## src/rtl/irq_switch_pkg.sv

```systemverilog
package irq_switch_pkg;

  // Strobes from the control to the datapath; at most one is set.
  typedef struct packed {
    logic doEntry;
    logic doReturn;
  } swapStrobe_t;

  typedef struct packed {
    logic n;
    logic z;
    logic c;
    logic v;
  } condFlags_t;

  // Top nibble of a status word, most significant bit first: N Z C V.
  function automatic condFlags_t unpackFlags(input logic [3:0] nib);
    condFlags_t f;
    f.n = nib[3];
    f.z = nib[2];
    f.c = nib[1];
    f.v = nib[0];
    return f;
  endfunction

endpackage

```

## src/rtl/irq_gate_ctrl.sv

```systemverilog
module irq_gate_ctrl
  import irq_switch_pkg::*;
#(
  parameter int SRC_COUNT = 16
) (
  input  logic [SRC_COUNT-1:0] intEnable,
  input  logic [SRC_COUNT-1:0] intFlags,
  input  logic                 masterEn,
  input  logic                 irqMasked,
  input  logic                 stepStrobe,
  input  logic                 retReq,
  output swapStrobe_t          strb
);

  logic anyLine;
  logic pending;

  always_comb begin
    anyLine = |(intEnable & intFlags);
    pending = anyLine && masterEn && !irqMasked;
    // A return always wins; a blocked entry is re-evaluated at the next boundary.
    strb.doReturn = retReq;
    strb.doEntry  = stepStrobe && pending && !retReq;
  end

endmodule

```

## src/rtl/irq_bank_dp.sv

```systemverilog
module irq_bank_dp
  import irq_switch_pkg::*;
#(
  parameter int          DATA_W       = 32,
  parameter int          MODE_W       = 5,
  parameter int          LINK_OFFSET  = 4,
  parameter logic [31:0] ENTRY_STATUS = 32'h0000_00D2,
  parameter logic [31:0] IRQ_VECTOR   = 32'h0000_0018
) (
  input  logic              clk,
  input  logic              rstN,
  input  swapStrobe_t       strb,
  input  logic [DATA_W-1:0] nextPc,
  input  logic [DATA_W-1:0] statusIn,
  output logic              statusWe,
  output logic [DATA_W-1:0] statusOut,
  output condFlags_t        flags,
  output logic [MODE_W-1:0] modeOut,
  output logic              fetchRedirect,
  output logic [DATA_W-1:0] fetchAddr,
  output logic [DATA_W-1:0] linkReg,
  output logic [DATA_W-1:0] savedStatus
);

  localparam int FLAG_LO = DATA_W - 4;
  localparam logic [DATA_W-1:0] ENTRY_WORD = DATA_W'(ENTRY_STATUS);
  localparam logic [DATA_W-1:0] VEC_WORD   = DATA_W'(IRQ_VECTOR);
  localparam logic [DATA_W-1:0] LINK_ADD   = DATA_W'(LINK_OFFSET);

  always_ff @(posedge clk) begin
    if (!rstN) begin
      statusWe      <= 1'b0;
      statusOut     <= '0;
      flags         <= '0;
      modeOut       <= '0;
      fetchRedirect <= 1'b0;
      fetchAddr     <= '0;
      linkReg       <= '0;
      savedStatus   <= '0;
    end else begin
      statusWe      <= 1'b0;
      fetchRedirect <= 1'b0;
      if (strb.doReturn) begin
        statusWe  <= 1'b1;
        statusOut <= savedStatus;
        flags     <= unpackFlags(savedStatus[DATA_W-1:FLAG_LO]);
        modeOut   <= savedStatus[MODE_W-1:0];
      end else if (strb.doEntry) begin
        linkReg       <= nextPc + LINK_ADD;
        savedStatus   <= statusIn;
        statusWe      <= 1'b1;
        statusOut     <= ENTRY_WORD;
        flags         <= unpackFlags(ENTRY_WORD[DATA_W-1:FLAG_LO]);
        modeOut       <= ENTRY_WORD[MODE_W-1:0];
        fetchRedirect <= 1'b1;
        fetchAddr     <= VEC_WORD;
      end
    end
  end

endmodule

```

## src/rtl/irq_switch_ctrl.sv

```systemverilog
module irq_switch_ctrl
  import irq_switch_pkg::*;
#(
  parameter int          SRC_COUNT    = 16,
  parameter int          DATA_W       = 32,
  parameter int          MODE_W       = 5,
  parameter int          MASK_BIT     = 7,
  parameter int          LINK_OFFSET  = 4,
  parameter logic [31:0] ENTRY_STATUS = 32'h0000_00D2,
  parameter logic [31:0] IRQ_VECTOR   = 32'h0000_0018
) (
  input  logic                 clk,
  input  logic                 rstN,
  input  logic [SRC_COUNT-1:0] intEnable,
  input  logic [SRC_COUNT-1:0] intFlags,
  input  logic                 masterEn,
  input  logic                 stepStrobe,
  input  logic [DATA_W-1:0]    nextPc,
  input  logic                 retReq,
  input  logic [DATA_W-1:0]    statusIn,
  output logic                 statusWe,
  output logic [DATA_W-1:0]    statusOut,
  output logic                 flagN,
  output logic                 flagZ,
  output logic                 flagC,
  output logic                 flagV,
  output logic [MODE_W-1:0]    modeOut,
  output logic                 fetchRedirect,
  output logic [DATA_W-1:0]    fetchAddr,
  output logic [DATA_W-1:0]    linkReg,
  output logic [DATA_W-1:0]    savedStatus
);

  swapStrobe_t strb;
  condFlags_t  flags;

  irq_gate_ctrl #(.SRC_COUNT(SRC_COUNT)) uCtrl (
    .intEnable (intEnable),
    .intFlags  (intFlags),
    .masterEn  (masterEn),
    .irqMasked (statusIn[MASK_BIT]),
    .stepStrobe(stepStrobe),
    .retReq    (retReq),
    .strb      (strb)
  );

  irq_bank_dp #(
    .DATA_W      (DATA_W),
    .MODE_W      (MODE_W),
    .LINK_OFFSET (LINK_OFFSET),
    .ENTRY_STATUS(ENTRY_STATUS),
    .IRQ_VECTOR  (IRQ_VECTOR)
  ) uDp (
    .clk          (clk),
    .rstN         (rstN),
    .strb         (strb),
    .nextPc       (nextPc),
    .statusIn     (statusIn),
    .statusWe     (statusWe),
    .statusOut    (statusOut),
    .flags        (flags),
    .modeOut      (modeOut),
    .fetchRedirect(fetchRedirect),
    .fetchAddr    (fetchAddr),
    .linkReg      (linkReg),
    .savedStatus  (savedStatus)
  );

  assign flagN = flags.n;
  assign flagZ = flags.z;
  assign flagC = flags.c;
  assign flagV = flags.v;

endmodule

```

## config.mk

```make
export PLATFORM = sky130hd
export DESIGN_NAME = irq_switch_ctrl
export DESIGN_NICKNAME = d
export VERILOG_FILES = /design/src/rtl/irq_switch_pkg.sv /design/src/rtl/irq_gate_ctrl.sv /design/src/rtl/irq_bank_dp.sv /design/src/rtl/irq_switch_ctrl.sv
export SDC_FILE = /design/constraint.sdc
export NUM_CORES = 1
export LEC_CHECK = 0
export BUFFER_PORTS_ARGS = -buffer_cell sky130_fd_sc_hd__buf_2
export CORE_MARGIN = 5
export CORE_UTILIZATION = 40
export DETAILED_ROUTE_END_ITERATION = 12
export PLACE_DENSITY = 0.76
export SYNTH_ARGS = -nofsm -noshare
export SYNTH_HDL_FRONTEND = slang
export SYNTH_HIERARCHICAL = 1
export SYNTH_SLANG_ARGS = --single-unit
```

## constraint.sdc

```tcl
create_clock -name clk -period 2.05 [get_ports clk]
set_clock_uncertainty 0.2 [all_clocks]
set_input_delay 0.3075 -clock clk [delete_from_list [all_inputs] [get_ports clk]]
set_output_delay 0.3075 -clock clk [all_outputs]
set_load 0.03 [all_outputs]
```

; ---- Word-level counts from Yosys, hierarchy flattened
; Index checks and enable logic that the tools add are counted.
[totals]
out_inout_bits = 139
ff_bits = 108
inputBits = 101
[op_classes]
bitwise_logic = 3
reduce_logical = 10
mux = 8
n_addsub = 1
[ops]
columns = cell, count
row1 = two-way mux 32 bit, 2
row2 = "adder 32 x 3 -> 32 bit, second input constant", 1
row3 = bitwise AND 16 bit, 1
row4 = OR reduction 16 bit, 1
row5 = two-way mux 5 bit, 2
row6 = two-way mux 4 bit, 2
row7 = logical AND 1 bit, 4
row8 = logical NOT 1 bit, 2
row9 = two-way mux 1 bit, 2
row10 = inverter 1 bit, 2
row11 = AND reduction 2 bit, 1
row12 = nonzero test 2 bit, 1
row13 = OR reduction 2 bit, 1

; ---- Logic depth before layout (Yosys ltp)
[depth]
ltp_word = 8
depth_mapped = 10

; ---- Modules after synthesis
; The synthesis kept the hierarchy.
[modules_own_cells]
columns = module, cells_each, area_per_inst_um2, n_inst
row1 = irq_bank_dp, 522, 4267.8, 1
row2 = irq_gate_ctrl, 13, 112.6, 1

; ---- Worst setup path before layout
; No wires, ideal clock.
[synth_path]
kind = input-to-reg
startpoint = in intEnable[10]
endpoint = reg uDp.savedStatus[29]
t_arrival_ps = 1872
required_time_ps = 1779
path_buffers = 3
path_slack_ps = -92
path_stages = 10
cell_sequence = a22o_1 a221oi_2 nand3_1 o21a_1 buf_2 nand2b_1 clkbuf_1 clkbuf_1 nand2_1 a21oi_1
[synth_lines]
columns = item, line
row1 = from (decl), irq_switch_ctrl.sv:14  ; input logic [SRC_COUNT-1:0] intEnable,
row2 = to (signal assigned), irq_bank_dp.sv:50  ; savedStatus <= statusIn;
row3 = to (decl), irq_bank_dp.sv:22  ; output logic [DATA_W-1:0] savedStatus

==> results.ini <==
[detailed_routing]
drc = 0
detail-route-antenna-nets = 0
first_iter_violations = 245
per_cell_routed_wire_length_um = 14.1
average_via_count_per_standard_cell = 4.81
wirelength_um = 12700
dr.pass1.iters = 4
dr_total_vias = 4352

[logic_synthesis]
synth_sequential_area_ratio_pct = 45.2
mean_instance_size_in_the_synthesized_netlist_um2 = 8.19
synth_area_um2 = 4380
synthDistinctLibCells = 34
synth_cells = 535
synth_warnings = 6
yosys_register_bits = 99

[cts]
cts_num_sinks = 99
clockBufferDepth = 2
h_tree_levels = 3
path_clk_slew_ps = 90
clock_latency_late_sink_ps = 340
cts-root-buf = sky130_fd_sc_hd__clkbuf_8
cts_tree = done
tritoncts.num_buffers = 9
postCtsSetupBuffers = 0

[pwr]
p_clk_share_pct = 33.3
power_density_nw_per_um2 = 615
comb_power_share_pct = 14.1
swShare_pct = 26.4
p_sw_mw = 0.988
p_leak_nw = 2.79
peakVddDrop_v = 0.000344
internal_power_mw = 2.75
pwr-share-seq_pct = 52.6

[worst_setup_path]
worst_r2r_endpoint = uDp/statusOut[2]
worst_setup_path_end_kind = flip-flop
cp_data_arrival_time_ps = 1900
critical_path_required_ps = 2110
r2r.worst_path.cells = 3
worst-r2r-setup-slack_ps = 1050
critPathKind = input port to flip-flop
rr_startpoint = uDp/statusOut[2]
crit_path_start_kind = input port
path_max_fanout = 17

[floorplanning]
fp.dieArea_um2 = 13100
start_util_pct = 40.6
die_w_um = 115
core_region_area_um2 = 10800
io_pins = 240
die-height_um = 115
rows = 38

[cells_and_area]
area_growth_from_synthesis_to_layout_pct = 38.7
final_common_cell = sky130_fd_sc_hd__buf_2
final_cell_mix = sky130_fd_sc_hd__buf_2, sky130_fd_sc_hd__dfxtp_1, sky130_fd_sc_hd__a21oi_1
fillers = 985
drive_gt1_share_pct = 33.3
diodes = 0
finish.net_count = 862
post-route-util_pct = 56.3
finish.cell_count_without_fillers = 905

[sta]
maxSlewViolCount = 0
min_period_ps = 1840
fin_ws_ps = 210
hold_viol_final = 0
slew_of_the_pin_with_the_lowest_slew_margin_ps = 628
min_period_over_period_pct = 89.7
max_clock_freq_ghz = 0.544
slew_headroom_pct = 58.1
setup-violations-final = 0
grt_setup_unrepaired = no
fin_hold_ws_ps = 26.1

[place]
detailed_place_hpwl_um = 9000
placed_cells = 855
gpl.final_weighted_congestion = 0.845
numPortBuffers = 209
pre_cts_slack_ps = -165

[global_routing]
pin_count_of_the_biggest_net_entering_global_routing = 67
grt_antenna_before_repair = 0
grt_pass1_vias = 4068
track_usage_pct = 18.6
grt_first_pass_wirelength_um = 20000
gr-total-overflow = 0

[min_path]
min_from = statusIn[20]
min_delay_worst_endpoint = uDp/savedStatus[20]
hold_path_class = input port to flip-flop
hold_depth = 3

[run_status]
status = finished clean

[flow_run]
max_cap_violations = 0

area by class of cell:
class | count | area, um^2 | share of cell area (%)
Clock inverter | 4 | 50.0 | 0.824
Tap cell | 140 | 175 | 2.88
Multi-Input combinational cell | 385 | 2080 | 34.3
Inverter | 3 | 11.3 | 0.185
Timing Repair Buffer | 262 | 1630 | 26.8
Clock buffer | 12 | 145 | 2.39
Sequential cell | 99 | 1980 | 32.6
power by group through the flow:
stage | clock network [mW] | logic [mW] | registers (mW)
6_report | 1.25 | 0.527 | 1.96
5_1_grt | 1.38 | 0.570 | 1.97
3_5_place_dp | 0 | 0.467 | 2.01
2_1_floorplan | 0 | 0.262 | 2.06
3_3_place_gp | 0 | 0.466 | 2.01
4_1_cts | 1.29 | 0.517 | 1.96
through the flow:
stage                     power, mW  instance area [um^2]  setup TNS [ps]
after global routing           3.92                  6070               0
final                          3.74                  6070               0
after floorplan                2.32                  4500               0
after CTS                      3.77                  6030               0
after detailed placement       2.48                  5500           -4500
after global placement         2.48                  5500           -2290
registers in the layout, summed over array words and instances, names as in the netlist:
register	count
uDp/savedStatus	32
uDp/statusWe	1
uDp/linkReg	32
uDp/statusOut	32
uDp/fetchRedirect	1
uDp/fetchAddr	1
Yosys cell counts:
library cell               count  area share (%)
sky130_fd_sc_hd__a211oi_1      7             1.2
sky130_fd_sc_hd__a211oi_2      1            0.29
sky130_fd_sc_hd__a21oi_1      88              10
sky130_fd_sc_hd__a221oi_2      2            0.69
sky130_fd_sc_hd__a22o_1        2            0.40
sky130_fd_sc_hd__a22oi_1       4            0.69
sky130_fd_sc_hd__and3_1        4            0.57
sky130_fd_sc_hd__and4_1        3            0.60
sky130_fd_sc_hd__buf_1         5            0.43
sky130_fd_sc_hd__buf_2         2            0.23
sky130_fd_sc_hd__buf_4        41             7.0
sky130_fd_sc_hd__clkbuf_1     29             2.5
sky130_fd_sc_hd__clkinv_1      1           0.086
sky130_fd_sc_hd__conb_1        1           0.086
sky130_fd_sc_hd__dfxtp_1      99              45
sky130_fd_sc_hd__ha_1          1            0.29
sky130_fd_sc_hd__inv_1         2            0.17
sky130_fd_sc_hd__nand2_1      76             6.5
sky130_fd_sc_hd__nand2_2       1            0.14
sky130_fd_sc_hd__nand2b_1      1            0.14
sky130_fd_sc_hd__nand3_1      15             1.7
sky130_fd_sc_hd__nand4_1       9             1.3
sky130_fd_sc_hd__nand4_4       1            0.49
sky130_fd_sc_hd__nor2_1       56             4.8
sky130_fd_sc_hd__nor2b_1       1            0.14
sky130_fd_sc_hd__nor3_1        2            0.23
sky130_fd_sc_hd__nor3b_1      28             4.8
sky130_fd_sc_hd__nor3b_2       1            0.29
sky130_fd_sc_hd__nor4b_4       1            0.54
sky130_fd_sc_hd__nor4bb_1      1            0.23
sky130_fd_sc_hd__o21a_1        1            0.17
sky130_fd_sc_hd__o21ai_0      21             2.4
sky130_fd_sc_hd__xnor2_1       6             1.2
sky130_fd_sc_hd__xor2_1       22             4.4
what timing repair did:
item,in CTS,in global routing
hold buffers,33,0
setup endpoints to repair,0,10
endpoints found under the hold margin,33,0
resized for setup,0,10
worst max path at each step:
stage / to / from / cells past startpoint
global placement: uDp/statusOut[7] / intEnable[10] / 10
floorplan: uDp/linkReg[10] / intEnable[10] / 9
global route: uDp/linkReg[4] / retReq / 7
detailed placement: uDp/linkReg[4] / retReq / 7
finish: uDp/linkReg[7] / retReq / 7
CTS: uDp/linkReg[16] / nextPc[2] / 9
worst max-delay path: stages:
cell and delay (ps):
sky130_fd_sc_hd__buf_2 120, sky130_fd_sc_hd__nor4bb_1 290, sky130_fd_sc_hd__o21a_1 210, sky130_fd_sc_hd__nor2b_4 410, sky130_fd_sc_hd__buf_4 300, sky130_fd_sc_hd__nor2_1 60
sky130_fd_sc_hd__a211oi_1 190
logic make-up after synthesis:
logic type | after synthesis | share of synthesized area, %
AOI/OAI and AO/OA | 126 | 15.9
adders and majority gates | 1 | 0.286
other | 1 | 0.0856
and+or+nand+nor | 200 | 22.5
buffers and inverters | 80 | 10.4
xor gates and xnor gates | 28 | 5.60
DFF | 99 | 45.2
routing by layer:
| layer | up-vias | share of wire (%) | GRT usage [%] |
|---|---|---|---|
| li1 | 2185 | - | - |
| met1 | 1980 | 43 | 24.4 |
| met2 | 173 | 48 | 30.8 |
| met3 | 14 | 7.8 | 4.12 |
| met4 | 0 | 1.4 | 4.99 |
| met5 | - | 0 | 0 |
Power figures use the tool's default switching activity.
